`src/rtl/kwdt_pkg.sv`:
```
package kwdt_pkg;
  localparam int unsigned DW       = 32;
  localparam int unsigned PRE_LOG2 = 5;   // fixed divide-by-32
  localparam int unsigned PS_W     = 5;
  localparam int unsigned CS_W     = 2;
  localparam int unsigned EN_BIT   = 15;
  localparam int unsigned PS_LSB   = 8;
  localparam int unsigned CS_LSB   = 6;
  localparam int unsigned ST_IDLE  = 2;
  localparam int unsigned ST_SLEEP = 3;
  localparam int unsigned ST_WDT   = 4;
  localparam logic [15:0]   SVC_KEY    = 16'h5743;
  localparam logic [3:0]    SVC_LANES  = 4'b1100;
  localparam logic [DW-1:0] CTRL_WMASK = 32'h0000_9FC0;
  localparam logic [DW-1:0] STAT_MASK  = 32'h0000_001C;

  typedef enum logic [1:0] {
    ACC_RAW = 2'd0,
    ACC_CLR = 2'd1,
    ACC_SET = 2'd2,
    ACC_RSV = 2'd3
  } acc_e;
endpackage

```
`src/rtl/kwdt_prediv.sv`:
```
module kwdt_prediv #(
  parameter int unsigned LOG2 = 5
) (
  input  logic clk_i,
  input  logic rst_ni,
  input  logic en_i,
  input  logic clr_i,
  output logic tick_o
);
  logic [LOG2-1:0] pre_q;

  always_ff @(posedge clk_i or negedge rst_ni) begin
    if (!rst_ni)              pre_q <= '0;
    else if (!en_i || clr_i)  pre_q <= '0;
    else                      pre_q <= pre_q + 1'b1;
  end

  // a service in the last prescaler cycle wins over the tick
  assign tick_o = en_i && (&pre_q) && !clr_i;
endmodule

```
`src/rtl/kwdt_expiry.sv`:
```
module kwdt_expiry #(
  parameter int unsigned CNT_W = 32,
  parameter int unsigned PS_W  = 5
) (
  input  logic             clk_i,
  input  logic             rst_ni,
  input  logic             en_i,
  input  logic             clr_i,
  input  logic             tick_i,
  input  logic [PS_W-1:0]  ps_i,
  output logic             expire_o,
  output logic [CNT_W-1:0] cnt_o
);
  logic [CNT_W-1:0] cnt_q;
  logic [CNT_W-1:0] term_m1;

  assign term_m1  = (CNT_W'(1) << ps_i) - CNT_W'(1);
  assign expire_o = tick_i && (cnt_q == term_m1);

  always_ff @(posedge clk_i or negedge rst_ni) begin
    if (!rst_ni)                          cnt_q <= '0;
    else if (!en_i || clr_i || expire_o)  cnt_q <= '0;
    else if (tick_i)                      cnt_q <= cnt_q + 1'b1;
  end

  assign cnt_o = cnt_q;
endmodule

```
`src/rtl/kwdt_regfile.sv`:
```
module kwdt_regfile
  import kwdt_pkg::*;
(
  input  logic            clk_i,
  input  logic            rst_ni,
  input  logic            req_i,
  input  logic            we_i,
  input  logic [2:0]      word_addr_i,
  input  logic [3:0]      be_i,
  input  logic [DW-1:0]   wdata_i,
  input  logic            window_i,
  input  logic            idle_i,
  input  logic            sleep_i,
  input  logic            expire_i,
  output logic            en_o,
  output logic [PS_W-1:0] ps_o,
  output logic [CS_W-1:0] cs_o,
  output logic            svc_o,
  output logic            blk_o,
  output logic [DW-1:0]   stat_o,
  output logic [DW-1:0]   rdata_o
);
  logic [DW-1:0] ctrl_q, ctrl_d, stat_q, stat_d;
  logic [DW-1:0] lane_m, wbits, cmask, stat_clr, stat_set;
  logic          blk_q, wr, sel_stat;
  acc_e          acc;

  for (genvar g = 0; g < 4; g++) begin : g_lane
    assign lane_m[8*g +: 8] = {8{be_i[g]}};
  end

  assign wr       = req_i && we_i && !blk_q;
  assign sel_stat = word_addr_i[2];
  assign acc      = acc_e'(word_addr_i[1:0]);
  assign wbits    = wdata_i & lane_m;
  assign cmask    = CTRL_WMASK & lane_m;

  always_comb begin
    ctrl_d = ctrl_q;
    if (wr && !sel_stat) begin
      unique case (acc)
        ACC_RAW: ctrl_d = (ctrl_q & ~cmask) | (wbits & CTRL_WMASK);
        ACC_CLR: ctrl_d = ctrl_q & ~(wbits & CTRL_WMASK);
        ACC_SET: ctrl_d = ctrl_q | (wbits & CTRL_WMASK);
        default: ctrl_d = ctrl_q;
      endcase
    end
  end

  always_comb begin
    stat_clr = (wr && sel_stat && acc == ACC_CLR) ? (wbits & STAT_MASK) : '0;
    stat_set = '0;
    if (expire_i) begin
      stat_set[ST_WDT]   = 1'b1;
      stat_set[ST_SLEEP] = sleep_i;
      stat_set[ST_IDLE]  = idle_i;
    end
    stat_d = (stat_q & ~stat_clr) | stat_set;
  end

  always_ff @(posedge clk_i or negedge rst_ni) begin
    if (!rst_ni) begin
      ctrl_q <= '0;
      stat_q <= '0;
      blk_q  <= 1'b0;
    end else begin
      ctrl_q <= ctrl_d;
      stat_q <= stat_d;
      blk_q  <= ctrl_q[EN_BIT] && !ctrl_d[EN_BIT];
    end
  end

  assign svc_o = wr && !sel_stat && acc == ACC_RAW && be_i == SVC_LANES
              && wdata_i[31:16] == SVC_KEY;

  assign en_o    = ctrl_q[EN_BIT];
  assign ps_o    = ctrl_q[PS_LSB +: PS_W];
  assign cs_o    = ctrl_q[CS_LSB +: CS_W];
  assign blk_o   = blk_q;
  assign stat_o  = stat_q;
  assign rdata_o = sel_stat ? stat_q : {ctrl_q[DW-1:1], window_i};
endmodule

```
`src/rtl/keyed_wdt.sv`:
```
module keyed_wdt
  import kwdt_pkg::*;
#(
  parameter int unsigned CNT_W = 32
) (
  input  logic          clk_i,
  input  logic          rst_ni,
  input  logic          req_i,
  input  logic          we_i,
  input  logic [2:0]    word_addr_i,
  input  logic [3:0]    be_i,
  input  logic [31:0]   wdata_i,
  input  logic          window_i,
  input  logic          idle_i,
  input  logic          sleep_i,
  output logic [31:0]   rdata_o,
  output logic [1:0]    clk_sel_o,
  output logic          rst_req_o
);
  logic            en, svc, blk, tick, expire, rst_req_q;
  logic [PS_W-1:0] ps;
  logic [DW-1:0]   stat;
  logic [CNT_W-1:0] cnt;

  kwdt_regfile u_regs (
    .clk_i, .rst_ni, .req_i, .we_i, .word_addr_i, .be_i, .wdata_i,
    .window_i, .idle_i, .sleep_i,
    .expire_i (expire),
    .en_o     (en),
    .ps_o     (ps),
    .cs_o     (clk_sel_o),
    .svc_o    (svc),
    .blk_o    (blk),
    .stat_o   (stat),
    .rdata_o  (rdata_o)
  );

  kwdt_prediv #(.LOG2(PRE_LOG2)) u_pre (
    .clk_i, .rst_ni,
    .en_i   (en),
    .clr_i  (svc),
    .tick_o (tick)
  );

  kwdt_expiry #(.CNT_W(CNT_W), .PS_W(PS_W)) u_exp (
    .clk_i, .rst_ni,
    .en_i     (en),
    .clr_i    (svc),
    .tick_i   (tick),
    .ps_i     (ps),
    .expire_o (expire),
    .cnt_o    (cnt)
  );

  always_ff @(posedge clk_i or negedge rst_ni) begin
    if (!rst_ni) rst_req_q <= 1'b0;
    else         rst_req_q <= expire;
  end

  assign rst_req_o = rst_req_q;
endmodule

```
`config.mk`:
```
export PLATFORM = sky130hd
export DESIGN_NAME = keyed_wdt
export DESIGN_NICKNAME = d
export VERILOG_FILES = /design/src/rtl/kwdt_pkg.sv /design/src/rtl/kwdt_prediv.sv /design/src/rtl/kwdt_expiry.sv /design/src/rtl/kwdt_regfile.sv /design/src/rtl/keyed_wdt.sv
export SDC_FILE = /design/constraint.sdc
export NUM_CORES = 1
export LEC_CHECK = 0
export ABC_AREA = 1
export BUFFER_PORTS_ARGS = -buffer_cell sky130_fd_sc_hd__buf_2
export CORE_MARGIN = 1
export CORE_UTILIZATION = 51
export CTS_CLUSTER_SIZE = 25
export DETAILED_ROUTE_END_ITERATION = 8
export PLACE_DENSITY = 0.7
export SLEW_MARGIN = 15
export SYNTH_ARGS = -nofsm -noshare
export SYNTH_HDL_FRONTEND = slang
export SYNTH_SLANG_ARGS = --single-unit
```
`constraint.sdc`:
```
create_clock -name clk_i -period 2.8 [get_ports clk_i]
set_input_delay 0.14 -clock clk_i [delete_from_list [all_inputs] [get_ports clk_i]]
set_output_delay 0.14 -clock clk_i [all_outputs]
set_load 0.03 [all_outputs]
```
==> results summary <==
The flow ran to the end, but the final reports show violations. The checks that failed: DRC. The minimum period implied by the final worst setup slack is about 2700 ps. In this run the horizontal extent of the chip is 98.1 um.

For this run, the top clock speed supported by timing is 365 MHz. The count of boundary I/O pins is 81. The total area of multi-input combinational cells came out at roughly 0.0029 mm^2.

Using the TritonRoute via totals, the vias-per-cell ratio works out to around 5.4. The cell family contributing the most delay on the critical path is simple AND/OR/NAND/NOR gates. The clock slew seen by the registers of the worst setup and hold paths is 70 ps. For this run, the slowest stage of the critical path takes 480 ps. The number of different library cells in the post-synthesis netlist is 38.

The non-filler instance count after layout came out at about 900. Sorting the synthesized cells by area gives the leading types as sky130_fd_sc_hd__dfrtp_1, sky130_fd_sc_hd__nand2_1, sky130_fd_sc_hd__nor2_1. The sequential share of the synthesized area came out at between 30% and 40%. In the final layout, flip-flops and latches occupy between 0.001 and 0.0015 mm^2. The share of Yosys cell area claimed by the top area cell type is 30.3%. The first detailed-routing pass took 9 iterations. The clock root buffer master is sky130_fd_sc_hd__clkbuf_8. The class of the tightest hold or removal check is input pin to register. TritonCTS built the clock tree. The first-pass GRT wire length is 21.5 mm.

The met1 demand-to-capacity share in global routing is 38.0%. The number of nets in the finished design came out at a little over 800. The most used cell along the critical path is sky130_fd_sc_hd__nand2_1. The number of synthesized flops with an enable pin is 0. The synthesized design spends more area on one cell type than any other, namely sky130_fd_sc_hd__dfrtp_1. The TritonCTS sink count came out at between 50 and 60. The peak ir drop on the vdd network is between 0.2 and 0.3 mV. Max-cap violations in this run came to 0.

The minimum setup slack among reg-to-reg paths came out at around 60 ps. The kind of capture point of the worst setup path is a register. The main flop type after synthesis is sky130_fd_sc_hd__dfrtp_1. STA puts the critical path data arrival time at 2970 ps.

The final hold violation count came out at 0. The library cell contributing the largest single delay on the critical path is sky130_fd_sc_hd__dfrtp_2. Once detailed placement completed, the half-perimeter wirelength came to 9.78 mm. The layout cell share with drive strength beyond 1 came out at around 22%. The region available for standard cell placement spans 0.00885 mm^2. Final hold analysis gives a worst-case slack of 77.0 ps. In this run the remaining antenna-violating nets after routing total 0. Counting flops and latches in the post-synthesis netlist gives 57. After synthesis the cells add up to 0.00471 mm^2.

The number of global-route vias before repair was between 4,000 and 5,000. Global routing consumed, over all layers together, about 28% of the routing resources. The later-pin clock latency in the skew report came out at approximately 350 ps.

For this run, the number of Yosys warnings is 0. The filler cell count is 828. The average size of a mapped cell is around 6.7 um^2. The worst setup path is launched from a register. Across all layers, the routed design uses around 4,800 vias. The routed wire length is approximately 13 mm. The final max-slew violation count is 0. The kind of critical path is register to register. The initial antenna violation count is 0. Walking the worst path, the cells encountered are nor2_4 > buf_4 > nand2_1 > nand2_1 > nand2_1 > inv_2 > nand2_1 > a21oi_1 > nand3_1 > nor2_2 > nand3_1 > nor2_2 > nand3_2 > o21bai_4 > buf_12 > clkbuf_16 > nor2_2. The largest net degree at the start of global routing is 48. The worst path uses 97.8% of the clock period. For this block, the initial DRC count from the detailed router was about 340. The final setup violation count came out at 0.

The H-tree depth came out at 3. The number of core rows came out at 34. The number of antenna diodes came out at 0.

For this design the ratio of total power to cell area is 594 mW/mm^2. The met3 track demand over resource is ~4.5%. The count of buffers added on input and output ports is between 50 and 60.

Among all cell types in the netlist, the one instantiated most often is sky130_fd_sc_hd__nand2_1. In this run, placement finished with an instance count of just under 900. The worst setup skew after layout is between 9 and 10 ps. The area added between synthesis and finish came out at 19.0%. After technology mapping, the gate count stands at a little over 700. The standby leakage power came out at 2.64 nW. The share of synthesized flip-flops with an asynchronous set or reset came out at 100%. The overall overflow remaining after global route is 0. For the pin with the worst max-slew slack, the measured transition is about 840 ps. At the end of routability-driven placement, the weighted congestion stood at approximately 0.94.

The required time of the critical path is between 3000 and 4000 ps. The most heavily used metal layer in global routing is met2. The met2 layer usage reported by global route came out at between 40% and 50%.

The combined buffer and inverter count along the critical path came out at 4. The largest fanout on the critical path is 9. The wire length per cell came out at approximately 15 um.

The number of clock buffers added by TritonCTS is 9. Setup repair after global routing could not meet its margin everywhere. The share of the core filled with cells is approximately 63%.

Summed over all failing endpoints, the final setup total negative slack is 0 ps. Measured against its own limit, the worst slew margin works out to 43.7%. The commonest cells after synthesis are sky130_fd_sc_hd__nand2_1, sky130_fd_sc_hd__nor2_1, sky130_fd_sc_hd__inv_1. Once the floorplan was initialized, standard cells occupied ~53% of the core.

The area enclosed by the die boundary came out at 0.00962 mm^2. From bottom edge to top edge, the die measures between 90 and 100 um. The number of buffers on the longest clock path came out at 2. The residual DRC count came out at 7.
-- layer usage --
layer	vias to the layer above	share of wire, %
met4	0	2.6
met2	197	46
met5	-	0
met1	2226	45
li1	2358	-
met3	24	7.0
-- where the power goes --
group,leakage (nW),total (mW),internal (mW),switching [mW]
sequential,0.776,0.908,0.862,0.0460
combinational,1.77,1.57,0.542,1.03
clock,0.0995,0.849,0.500,0.349
-- metrics by stage --
stage / worst slack [ps] / area (um^2) / power (mW)
3_3_place_gp: 74.1 / 5050 / 2.28
3_5_place_dp: 51.2 / 5050 / 2.29
4_1_cts: 22.8 / 5280 / 3.16
5_1_grt: -119 / 5600 / 3.56
2_1_floorplan: 333 / 4760 / 1.99
6_report: 60.2 / 5600 / 3.32
-- worst register-to-register path, stage by stage, from the launching register on --
cell                        delay [ps]
sky130_fd_sc_hd__dfrtp_2           480
sky130_fd_sc_hd__nor2_4            140
sky130_fd_sc_hd__buf_4             210
sky130_fd_sc_hd__nand2_1           140
sky130_fd_sc_hd__nand2_1            80
sky130_fd_sc_hd__nand2_1           100
sky130_fd_sc_hd__inv_2             110
sky130_fd_sc_hd__nand2_1            50
sky130_fd_sc_hd__a21oi_1           130
sky130_fd_sc_hd__nand3_1           100
sky130_fd_sc_hd__nor2_2            140
sky130_fd_sc_hd__nand3_1            90
sky130_fd_sc_hd__nor2_2            150
sky130_fd_sc_hd__nand3_2           140
sky130_fd_sc_hd__o21bai_4          180
sky130_fd_sc_hd__buf_12            140
sky130_fd_sc_hd__clkbuf_16         170
sky130_fd_sc_hd__nor2_2             40
-- area by class of cell --
cell class / instances / share of cell area [%]
Clock buffer: 11 / 2.35
Clock inverter: 5 / 1.43
Inverter: 79 / 5.29
Multi-Input combinational cell: 544 / 52.4
Sequential cell: 57 / 25.5
Tap cell: 108 / 2.41
Timing Repair Buffer: 88 / 10.6
-- cells in the final DEF (no fill, tap or decap), types with 6 or more instances in the layout --
master and instances:
sky130_fd_sc_hd__nand2_1 163, sky130_fd_sc_hd__nor2_1 107, sky130_fd_sc_hd__inv_1 71, sky130_fd_sc_hd__nand3_1 62, sky130_fd_sc_hd__buf_2 58, sky130_fd_sc_hd__dfrtp_1 54, sky130_fd_sc_hd__xor2_1 36, sky130_fd_sc_hd__nand4_1 23
sky130_fd_sc_hd__nor2_2 21, sky130_fd_sc_hd__buf_4 21, sky130_fd_sc_hd__o21ai_0 20, sky130_fd_sc_hd__nor2_4 18, sky130_fd_sc_hd__conb_1 16, sky130_fd_sc_hd__nor3_1 12, sky130_fd_sc_hd__clkbuf_8 9, sky130_fd_sc_hd__inv_2 8
sky130_fd_sc_hd__nand3_2 8, sky130_fd_sc_hd__xnor2_1 8, sky130_fd_sc_hd__nand2_2 6
-- what timing repair did --
| action | in CTS | in global routing |
|---|---|---|
| resized for setup | 0 | 52 |
| buffers inserted | 0 | 5 |
| hold buffers | 2 | 1 |
| hold endpoints to repair | 2 | 45 |
| setup endpoints to repair | 0 | 35 |
-- logic make-up (layout without fill, tap and decap cells) --
| group | count (synthesis) | in the layout | share of synthesized area, % |
|---|---|---|---|
| and+or+nand+nor | 435 | 435 | 41.3 |
| buffers and inverters | 121 | 183 | 12.5 |
| DFF | 57 | 57 | 30.3 |
| xor gates and xnor gates | 44 | 44 | 8.19 |
| AOI/OAI and AO/OA | 41 | 41 | 5.69 |
| adders and majority gates | 4 | 4 | 1.06 |
| muxes | 4 | 4 | 0.930 |
| other | 1 | 16 | 0.0797 |
-- sequential cells by signal (all words and copies together), names as in the netlist --
name / count
u_regs.blk_o: 1
u_regs.ctrl_q: 15
u_pre.pre_q: 5
u_regs.stat_o: 3
u_exp.cnt_o: 32
rst_req_o: 1
-- worst paths after layout --
path,from,to,cells past startpoint
setup / recovery,u_regs.ctrl_q[9]$_DFFE_PN0P_,u_exp.cnt_o[25]$_DFFE_PN0P_,17
hold / removal,wdata_i[9],u_regs.ctrl_q[9]$_DFFE_PN0P_,3
setup reg to reg,u_regs.ctrl_q[9]$_DFFE_PN0P_,u_exp.cnt_o[25]$_DFFE_PN0P_,17
hold reg to reg,u_regs.ctrl_q[1]$_DFFE_PN0P_,u_regs.ctrl_q[1]$_DFFE_PN0P_,0
max in group asynchronous,rst_ni,u_regs.ctrl_q[10]$_DFFE_PN0P_,3
min in group asynchronous,rst_ni,u_regs.ctrl_q[5]$_DFFE_PN0P_,2
Power figures use the tool's default switching activity.
